**src/rtl/paged_reg_decoder.sv**
```systemverilog
module paged_reg_decoder #(
  parameter logic [6:0] AUX_ID   = 7'h50,
  parameter logic [6:0] CHA_ID   = 7'h51,
  parameter logic [6:0] CHB_ID   = 7'h59,
  parameter logic [7:0] TSEL_POR = 8'h01
) (
  input  logic       clk,
  input  logic       rst_n,
  input  logic [6:0] dev_id,
  input  logic [7:0] byte_addr,
  input  logic       rd_en,
  input  logic       wr_en,
  input  logic [7:0] wr_data,
  input  logic       relocate,
  output logic       hit,
  output logic       empty,
  output logic [3:0] region,
  output logic [7:0] offset
);

  localparam logic [3:0] RG_NONE  = 4'd0;
  localparam logic [3:0] RG_AUX   = 4'd1;
  localparam logic [3:0] RG_LOW_A = 4'd2;
  localparam logic [3:0] RG_LOW_B = 4'd3;
  localparam logic [3:0] RG_USER  = 4'd4;
  localparam logic [3:0] RG_SHARE = 4'd5;
  localparam logic [3:0] RG_MOD_A = 4'd6;
  localparam logic [3:0] RG_MOD_B = 4'd7;
  localparam logic [3:0] RG_BIA_A = 4'd8;
  localparam logic [3:0] RG_BIA_B = 4'd9;
  localparam logic [3:0] RG_EN_A  = 4'd10;
  localparam logic [3:0] RG_EN_B  = 4'd11;
  localparam logic [7:0] PAGE_REG = 8'h7F;
  localparam logic [7:0] SHR_END  = 8'hD0;

  logic [7:0] tsel_a, tsel_b, page;
  logic       is_aux, is_a, is_b, en_zone;
  logic [7:0] up_off, en_off;

  assign is_aux  = dev_id == AUX_ID;
  assign is_a    = dev_id == CHA_ID;
  assign is_b    = dev_id == CHB_ID;
  assign hit     = (rd_en | wr_en) & (is_aux | is_a | is_b);
  assign page    = is_b ? tsel_b : tsel_a;
  assign en_zone = byte_addr[7:3] == 5'h1F;
  assign up_off  = {1'b0, byte_addr[6:0]};
  assign en_off  = {5'd0, byte_addr[2:0]};

  always_ff @(posedge clk or negedge rst_n) begin
    if (!rst_n) begin
      tsel_a <= TSEL_POR;
      tsel_b <= TSEL_POR;
    end else if (wr_en && byte_addr == PAGE_REG) begin
      if (is_a) tsel_a <= wr_data;
      if (is_b) tsel_b <= wr_data;
    end
  end

  logic [3:0] rg;
  logic [7:0] off;

  always_comb begin
    rg  = RG_NONE;
    off = byte_addr;
    if (is_aux) begin
      rg = RG_AUX;
    end else if (!byte_addr[7]) begin
      rg = is_a ? RG_LOW_A : RG_LOW_B;
    end else begin
      off = up_off;
      unique case (page)
        8'h01: begin
          if (en_zone) begin
            rg  = relocate ? RG_NONE : (is_a ? RG_EN_A : RG_EN_B);
            off = en_off;
          end else if (is_a) begin
            rg = RG_USER;
          end
        end
        8'h02: if (byte_addr < SHR_END) rg = RG_SHARE;
        8'h04: rg = is_a ? RG_MOD_A : RG_MOD_B;
        8'h05: begin
          if (en_zone && relocate) begin
            rg  = is_a ? RG_EN_A : RG_EN_B;
            off = en_off;
          end
        end
        8'h06: rg = is_a ? RG_BIA_A : RG_BIA_B;
        default: rg = RG_NONE;
      endcase
    end
  end

  assign empty  = hit && rg == RG_NONE;
  assign region = hit ? rg : RG_NONE;
  assign offset = (hit && rg != RG_NONE) ? off : 8'd0;

endmodule

```
**config.mk**
```make
export PLATFORM = sky130hd
export DESIGN_NAME = paged_reg_decoder
export DESIGN_NICKNAME = d
export VERILOG_FILES = /design/src/rtl/paged_reg_decoder.sv
export SDC_FILE = /design/constraint.sdc
export NUM_CORES = 1
export LEC_CHECK = 0
export ABC_CLOCK_PERIOD_IN_PS = 4300
export BUFFER_PORTS_ARGS = -buffer_cell sky130_fd_sc_hd__buf_2
export CORE_MARGIN = 2
export CORE_UTILIZATION = 54
export CTS_BUF_LIST = sky130_fd_sc_hd__clkbuf_4 sky130_fd_sc_hd__clkbuf_8 sky130_fd_sc_hd__clkbuf_16
export CTS_CLUSTER_SIZE = 8
export DETAILED_ROUTE_END_ITERATION = 12
export GPL_TIMING_DRIVEN = 0
export PLACE_DENSITY = 0.84
export SYNTH_ARGS = -nofsm -noshare
export SYNTH_HDL_FRONTEND = slang
export SYNTH_SLANG_ARGS = --single-unit
```
**constraint.sdc**
```tcl
create_clock -name clk -period 4.3 [get_ports clk]
set_input_delay 0.645 -clock clk [delete_from_list [all_inputs] [get_ports clk]]
set_output_delay 0.645 -clock clk [all_outputs]
set_load 0.01 [all_outputs]
```
==> impl_results.md, run 1 <==
- Status: complete, no violations
- Post-route antenna net violation count: 0
- FILL cells: 195
- Crit-path max cell delay: 0.51 ns
- Area after DPL: 1520 µm²
- First-pass GRT wire length: 4.88 mm
- Die Footprint: 2770 µm²
- Setup TNS: 0 ns
- DRC errors left: 0
- Number of global-route vias before repair: 1183
- Slew Viols, Final: 0
- Post-CTS Setup Repair Bufs: 0
- Cell area after layout: 1550 µm²
- Multi-input combinational cell area: 843 µm²
- Met3 Wirelength: 164 µm
- Cell Pwr Density: 181 nW/µm²
- Worst hold-check path type: input port to async pin
- Synth async-reset ratio: 100%
- Count of port buffers added during placement: 41
- Actual slew at the worst max-slew pin: 0.634 ns
- Share of cells above drive strength 1: 41.0%
- Maximum vdd drop: 0.204 mV
- Post-layout min period: 3.39 ns
- Slowest cell on crit path: nor3_1
- Pin count of the biggest net entering global routing: 17
- Yosys reg bits: 16
- CP top delay family: simple AND/OR/NAND/NOR gates
- Leak: 0.757 nW
- Mapped Cells: 138
- Total Routing Usage GR: 23.3%
- I/O Pins: 42
- Wirelength per Cell: 14.2 µm
- FP Rows: 17
- Area growth, synth to finish: 21.7%
- WP data arrival: 2.74 ns
- Area of the mapped netlist: 1280 µm²
- DRT Wirelength: 3.00 mm
- DR vias/cell: 5.91
- Pre-antenna DRT Iters: 4
- Leading area contributor after synthesis: dfrtp_1
- Register area share after synthesis: 31.6%
- Clock Latency Late Sink: 0.27 ns
- Dpl ws: 0.902 ns
- WP data required: 3.65 ns
- Core Region: 2230 µm²
- Nets: 212
- Final Power: 0.281 mW
- Post-synthesis cell type count: 42
- Fin worst setup slack: 0.911 ns
- Top cell type's share of synthesized area: 27.5%
- Worst setup path category: input port to primary output
- Highest layer used for signal routing: met4
- Avg Cell Area, Syn: 9.25 µm²
- Root Buffer Master: clkbuf_4
- Peak Freq: 0.295 GHz
- Slew HR: 57.4%
- Clock sinks: 16
- Cell Chain, Critical Path: buf_2 > nor3b_1 > nand2_1 > nor3_1 > nor3_1 > and3_1 > a211oi_2 > nor2_1 > buf_2
- Die X: 52.6 µm
- CP Capture Type: primary output
- Vias: 1246
- Startpoint Class: input port
- CTS Buf Count: 3
- Top_reg_cell synth: dfrtp_1
- GPL Wtd Cong: 0.909
- CTS tree: done
- Post-DP HPWL: 2.46 mm
- Longest Clk Path Bufs: 2
- Syn Nets: 166
- Worst Skew: 0 ns
- Setup violators final: 0
- Overflow after GRT: 0
- Met2 WL: 1.50 mm
- RSZ-0062 raised after global routing: no
- Hold-fix buffers, CTS: 0
- Register area: 403 µm²
- Initial antenna violation count: 0
- Crit path buf inv count: 2
- Max-cap violations: 0
- Ys Warns: 0
- H-tree Lvls: 1
- Diode count: 0
- Post-CTS Resized: 0
- Hold Vio Cnt, Final: 0
- Die height: 52.6 µm
- Top area cells in the synthesized netlist: dfrtp_1 27%, mux2_2 17%, nand4_1 4.4%, dfstp_2 4.1%, nor2_1 4.1%
- CP Max Fanout: 7
- Starting DRC count in detailed routing: 28
- Final period util: 78.8%
- Clk pin slew, worst setup/hold paths: 0.09 ns
- Initial Utilization: 57.1%
- M1 wire length: 1.31 mm
- Number of synthesized flops with an enable pin: 0
## sequential cells by signal, summed over array words and instances (netlist names)
name,count
tsel_a,8
tsel_b,8
## kinds of logic after synthesis
group | after synthesis | synth area share (%)
AOI/OAI and AO/OA | 20 | 14.1
DFF | 16 | 31.6
buffers and inverters | 6 | 2.35
and+or+nand+nor | 75 | 33.5
muxes | 21 | 18.4
## synth_stat cells (2+ instances only)
cell	n
nor2_1	14
inv_1	3
clkbuf_1	2
nor3b_1	3
dfrtp_1	14
mux2_2	19
nor2b_1	5
a21boi_0	3
nand3_1	4
a211oi_2	3
nand2_1	13
o21a_1	3
nand3b_1	2
dfstp_2	2
nor3_1	6
nand4_1	9
a31oi_1	2
or3_1	2
and2_1	3
and3_1	3
nand4b_1	2
## per-stage QoR
| step | instances | utilization (%) | hold WS, ns |
|---|---|---|---|
| floorplan | 138 | - | 0.349 |
| detailed placement | 207 | 67.9 | 0.499 |
| global placement | 207 | 67.9 | 0.490 |
| finish | 211 | 69.5 | 0.251 |
| global route | 211 | 69.5 | 0.269 |
| CTS | 211 | 69.5 | 0.256 |
## path summary, 6_finish.rpt
check / depth (start not counted) / to / slack [ns] / from
hold reg to reg: 1 / tsel_b[7] / 0.52 / tsel_b[7]
setup reg to reg: 1 / tsel_a[2] / 3.42 / tsel_a[2]
max in group asynchronous: 1 / tsel_a[0] / 3.75 / rst_n
setup / recovery: 9 / offset[6] / 0.91 / dev_id[5]
min in group clk: 1 / tsel_b[7] / 0.52 / tsel_b[7]
hold / removal: 1 / tsel_b[1] / 0.25 / rst_n
## report_power, final
| part | internal [mW] | leakage (nW) | switching, mW |
|---|---|---|---|
| Sequential | 0.151 | 0.216 | 0.000104 |
| Clock | 0.0515 | 0.0210 | 0.0440 |
| Combinational | 0.0159 | 0.520 | 0.0193 |
| Total | 0.218 | 0.757 | 0.0634 |
## area by class of cell
cell class	count	share of cell area [%]
Inverter	3	0.725
Multi-Input combinational cell	116	54.3
Clock buffer	4	2.34
Sequential cell	16	25.9
Buffer	3	1.21
Tap cell	28	2.26
Timing Repair Buffer	41	13.2
## routing by layer
metal  global-route usage, %  vias to the layer above
met3                   0.857                        2
met5                       0                        -
li1                        -                      615
met2                    44.0                       52
met1                    28.1                      577
met4                    7.69                        0
## cell usage in the layout, fill, tap and decap left out, drive strengths merged, types with 3 or more instances in the layout
cell    instances
buf            42
clkbuf          6
inv             3
nand2          13
nand4           9
a21boi          3
and3            3
nor2           14
a211oi          3
nand3           4
mux2           20
dfrtp          14
nor3b           3
nor3            7
o21a            3
and2            3
nor2b           5
(Power assumes the default switching activity.)
==> inputs of run 2 (changes only) <==
ABC_CLOCK_PERIOD_IN_PS = 2700   (was 4300)
CORE_UTILIZATION = 45   (was 54)
PLACE_DENSITY = 0.75   (was 0.84)
clock period = 2.7 ns   (was 4.3 ns; I/O delays follow)
==> run 2 against run 1 <==
The flow now finishes with violations (setup timing). Non-clock buffer count up 7. Worst setup slack lost 1.1 ns. Count of clock-buffer cells in the layout down 1. Flip-flop and latch count unchanged. Clock skew did not move. Cell count increased by 4.3%. Via count is 5.6% higher. Die area rose by 18%. Total power rose by 47%. Sequential share of layout area decreased by 1.7 points. Critical path type is now register to primary output. Largest cell class unchanged.
==> impl_results.md, run 2 (synthesized netlist as in run 1, its figures left out) <==
- Clock Latency Late Sink: 0.26 ns
- Slew Viols, Final: 0
- Cell Pwr Density: 248 nW/µm²
- Flop pwr share: 58.0%
- Slowest cell on crit path: dfstp_2
- Setup violators final: 9
- CP top delay family: simple AND/OR/NAND/NOR gates
- Actual slew at the worst max-slew pin: 0.472 ns
- Die X: 57.3 µm
- Number of global-route vias before repair: 1197
- Worst hold-check path type: input port to async pin
- Hold-fix buffers, CTS: 0
- Status: complete, but fails checks
- Diode count: 0
- Count of port buffers added during placement: 41
- Post-route insts no fill: 220
- Crit path buf inv count: 1
- Internal power: 0.318 mW
- Starting DRC count in detailed routing: 52
- Worst Skew: 0 ns
- Failing checks: setup timing
- Total Routing Usage GR: 20.1%
- GPL Wtd Cong: 0.868
- CP Max Fanout: 7
- Most frequent cells in the layout: 41 x buf_2, 19 x mux2_2, 13 x nor2_1, 13 x nand2_1, 13 x dfrtp_1
- DR vias/cell: 5.98
- Pin count of the biggest net entering global routing: 17
- Leak: 0.803 nW
- Slew HR: 68.5%
- Fin worst setup slack: -0.168 ns
- Peak Freq: 0.349 GHz
- Overflow after GRT: 0
- I/O Pins: 42
- Net Sw Frac: 23.0%
- WP data required: 2.30 ns
- CTS tree: done
- Longest Clk Path Bufs: 2
- Root Buffer Master: clkbuf_4
- DRC errors left: 0
- WP data arrival: 2.46 ns
- Worst setup path category: register to primary output
- Wirelength per Cell: 15.2 µm
- Area growth, synth to finish: 30.4%
- DRT Wirelength: 3.34 mm
- Post-layout min period: 2.87 ns
- Most common cell after layout, fill and taps aside: buf_2
- Worst hold margin: 0.0300 ns
- Dpl cells: 210
- Clock sinks: 16
- Core Region: 2730 µm²
- FP Rows: 19
- Crit-path max cell delay: 0.54 ns
- Cell mode on critical path: a211oi_4
- Vias: 1316
- Setup TNS: -1.16 ns
- Pre-antenna DRT Iters: 4
- RSZ-0062 raised after global routing: yes
- Post-DP HPWL: 2.47 mm
- Comb pwr share: 14.7%
- First-pass GRT wire length: 5.42 mm
- Nets: 219
- CP Capture Type: primary output
- Power share of the clock group: 27.3%
- Share of cells above drive strength 1: 46.6%
- Cell Chain, Critical Path: nor4b_4 > nand4_1 > or4_4 > o311a_4 > a211oi_4 > a211oi_4 > nor2_1 > buf_2
- Maximum vdd drop: 0.288 mV
- Die Footprint: 3280 µm²
- Sw Pwr: 0.0952 mW
- Initial Utilization: 46.7%
- Initial antenna violation count: 0
- Top flop regs: tsel_a (8), tsel_b (8)
- Die height: 57.3 µm
- Dpl ws: -0.183 ns
- Clk pin slew, worst setup/hold paths: 0.08 ns
- Post-route antenna net violation count: 0
- Final Util: 60.9%
- Final period util: 106%
- H-tree Lvls: 1
- Hold Vio Cnt, Final: 0
- Max-cap violations: 0
- CTS Buf Count: 3
- Startpoint Class: register
[run 2: cell type report]
type / instances / area (µm²)
buffer: 3 / 20.0
clock buffer: 3 / 22.5
fill: 247 / 1070
inverter: 3 / 11.3
multi-input combinational: 116 / 910
sequential: 16 / 404
tap: 31 / 38.8
timing repair buffer: 48 / 258
[run 2: through the flow]
step | cell area, µm² | power (mW)
after floorplan | 1280 | 0.265
after global placement | 1520 | 0.298
after detailed placement | 1520 | 0.300
after CTS | 1630 | 0.416
after global routing | 1660 | 0.436
final | 1660 | 0.413
[run 2: path summary, 6_finish.rpt]
path / endpoint / slack [ns] / from / depth (start not counted)
setup reg to reg: tsel_a[1] / 1.74 / tsel_a[1] / 2
setup / recovery: offset[6] / -0.17 / tsel_a[0] / 8
hold reg to reg: tsel_b[6] / 0.55 / tsel_b[6] / 1
hold / removal: tsel_a[2] / 0.03 / rst_n / 1
max in group asynchronous: tsel_a[0] / 2.37 / rst_n / 1
min in group clk: tsel_a[3] / 0.38 / wr_data[3] / 2
[run 2: power by group through the flow]
stage	Clock, mW	Sequential [mW]	Combinational, mW
after floorplan	0	0.245	0.0209
after global placement	0	0.245	0.0537
after detailed placement	0	0.245	0.0559
after CTS	0.116	0.240	0.0600
after global routing	0.129	0.240	0.0666
final	0.113	0.240	0.0607
[run 2: what timing repair did]
| action | in CTS | in global routing |
|---|---|---|
| gates resized for setup | 11 | 2 |
| setup endpoints to repair | 11 | 11 |
| buffers inserted | 4 | 3 |
| pin swaps | 8 | 7 |
[run 2: metal layers]
| layer | vias to the layer above | GRT usage [%] | wire (µm) |
|---|---|---|---|
| li1 | 628 | - | - |
| met1 | 615 | 27.1 | 1380 |
| met2 | 65 | 37.1 | 1660 |
| met3 | 8 | 1.59 | 244 |
| met4 | 0 | 0.997 | 52 |
| met5 | - | 0 | 0 |
==> inputs of run 3 (changes only) <==
--- a/config.mk
+++ b/config.mk
@@ -8,11 +8,13 @@
 export ABC_CLOCK_PERIOD_IN_PS = 2700
 export BUFFER_PORTS_ARGS = -buffer_cell sky130_fd_sc_hd__buf_2
+export CELL_PAD_IN_SITES_DETAIL_PLACEMENT = 1
+export CELL_PAD_IN_SITES_GLOBAL_PLACEMENT = 2
 export CORE_MARGIN = 2
-export CORE_UTILIZATION = 45
+export CORE_UTILIZATION = 26
 export CTS_BUF_LIST = sky130_fd_sc_hd__clkbuf_4 sky130_fd_sc_hd__clkbuf_8 sky130_fd_sc_hd__clkbuf_16
 export CTS_CLUSTER_SIZE = 8
 export DETAILED_ROUTE_END_ITERATION = 12
 export GPL_TIMING_DRIVEN = 0
-export PLACE_DENSITY = 0.75
+export PLACE_DENSITY_LB_ADDON = 0.1
 export SYNTH_ARGS = -nofsm -noshare
 export SYNTH_HDL_FRONTEND = slang
==> constraint.sdc (replaced) <==
create_clock -name clk -period 2.7 [get_ports clk]
set_input_delay 0.405 -clock clk [delete_from_list [all_inputs] [get_ports clk]]
set_output_delay 0.405 -clock clk [all_outputs]
set_load 0.02 [all_outputs]
==> run 3 against run 2 <==
The run still ends with setup timing left. Critical path depth did not move. Register-to-register slack hardly changed. Clock power grew 82%. Combinational power rose by 7.4%. Total power is 24% higher. Cell area up 8.6%. First-iteration DRC count is 44% lower. Sequential power is essentially flat. Count of clock-buffer cells in the layout is 1 higher. Wire length is 18% higher. Die area is 67% higher. Worst setup slack got worse by 0.0039 ns.
==> impl_results.md, run 3 (synthesized netlist as in run 1, its figures left out) <==
- Peak Freq: 0.348 GHz
- Clock Latency Late Sink: 0.25 ns
- Setup violators final: 10
- Total Routing Usage GR: 15.2%
- Initial antenna violation count: 0
- WP data arrival: 2.47 ns
- Critical R2R Launch: tsel_a[1]
- Max-cap violations: 0
- Post-DP HPWL: 3.20 mm
- Status: complete, but fails checks
- Maximum vdd drop: 0.247 mV
- Cell Pwr Density: 283 nW/µm²
- Fin worst setup slack: -0.172 ns
- Clock sinks: 16
- Die X: 74.1 µm
- Initial Utilization: 27.0%
- Die height: 74.1 µm
- Number of global-route vias before repair: 1373
- Overflow after GRT: 0
- FILL cells: 562
- Reg2Reg Depth: 2
- Top flop regs: tsel_a (8), tsel_b (8)
- Hold-fix buffers, CTS: 0
- CP Max Fanout: 7
- Final period util: 106%
- R2R setup slack: 1.75 ns
- DR vias/cell: 4.98
- Worst setup path category: register to primary output
- FP Rows: 25
- Post-layout min period: 2.87 ns
- GPL Wtd Cong: 0.817
- Final Power: 0.512 mW
- Count of port buffers added during placement: 41
- Share of cells above drive strength 1: 51.1%
- I/O Pins: 42
- Area growth, synth to finish: 41.6%
- Pre-antenna DRT Iters: 2
- Root Buffer Master: clkbuf_8
- Worst Skew: 0 ns
- Core Region: 4720 µm²
- Dpl ws: -0.303 ns
- Pin count of the biggest net entering global routing: 17
- Diode count: 0
- WP data required: 2.30 ns
- Reg-to-Reg End: tsel_a[1]
- Vias: 1271
- Actual slew at the worst max-slew pin: 0.475 ns
- CTS tree: done
- Hold Vio Cnt, Final: 0
- RSZ-0062 raised after global routing: yes
- Slew Viols, Final: 0
- Most common cell after layout, fill and taps aside: buf_2
- Worst hold-check path type: input port to async pin
- CP Capture Type: primary output
- Most frequent cells in the layout: 31 x buf_2, 19 x mux2_2, 13 x nand2_1, 13 x dfrtp_1
- Failing checks: setup timing
- Slew HR: 68.2%
- DRT Wirelength: 3.96 mm
- Starting DRC count in detailed routing: 29
- Wirelength per Cell: 15.5 µm
- H-tree Lvls: 1
- CTS Buf Count: 3
- Nets: 217
- Post-route antenna net violation count: 0
- First-pass GRT wire length: 6.50 mm
- Clk pin slew, worst setup/hold paths: 0.06 ns
- Leak: 0.817 nW
- Final Util: 38.3%
- Die Footprint: 5480 µm²
- Startpoint Class: register
- Longest Clk Path Bufs: 2
- DRC errors left: 0
-- run 3: final cells by class --
type | count | area (µm²) | share of cell area (%)
buffer | 3 | 20.0 | 1.11
multi-input combinational | 116 | 938 | 51.9
timing repair buffer | 46 | 294 | 16.3
sequential | 16 | 404 | 22.4
tap | 67 | 83.8 | 4.64
inverter | 3 | 11.3 | 0.623
clock buffer | 4 | 55.1 | 3.05
-- run 3: worst max-delay path: stages (launching register included) --
cell and delay (ns):
dfstp_2 0.54, nor4b_4 0.23, nand4_1 0.17, or4_4 0.44
o311a_4 0.18, a211oi_4 0.25, a211oi_4 0.14, nor2b_2 0.15
buf_6 0.12
-- run 3: timing repair --
action / in CTS / in global routing
pin swaps: 6 / 5
endpoints found under the setup margin: 12 / 11
resized for setup: 21 / 8
buffers inserted: 6 / 1
-- run 3: metal layers --
layer / global-route usage, % / vias to the layer above / routed length (µm)
met5: 0 / - / 0
met4: 4.24 / 0 / 26
met3: 1.36 / 4 / 149
met2: 29.8 / 33 / 2130
met1: 17.5 / 615 / 1650
li1: - / 619 / -
-- run 3: worst max path at each step --
stage                     cells after the start  slack [ns]  startpoint   endpoint
after floorplan                               7       -0.01   tsel_a[0]  offset[0]
after global placement                        9       -0.33   dev_id[5]  offset[3]
after detailed placement                      9       -0.30   dev_id[5]  offset[3]
after CTS                                     8       -0.22   tsel_a[0]  offset[0]
after global routing                          8       -0.33   tsel_a[0]  offset[4]
final                                         8       -0.17   tsel_a[0]  offset[0]
-- run 3: stage by stage --
step	instance area (µm²)	hold WS [ns]	TNS, ns	instances
6_report	1810	0.0483	-1.27	255
5_1_grt	1810	0.0620	-2.79	255
4_1_cts	1770	0.0517	-1.81	254
3_5_place_dp	1600	0.329	-2.18	246
3_3_place_gp	1600	0.324	-2.35	246
2_1_floorplan	1310	0.109	-0.0860	138
-- run 3: power by group --
group / total (mW) / switching [mW] / leakage [nW] / internal, mW
Combinational: 0.0652 / 0.0365 / 0.574 / 0.0286
Sequential: 0.240 / 0.000199 / 0.215 / 0.240
Clock: 0.206 / 0.0767 / 0.0288 / 0.129
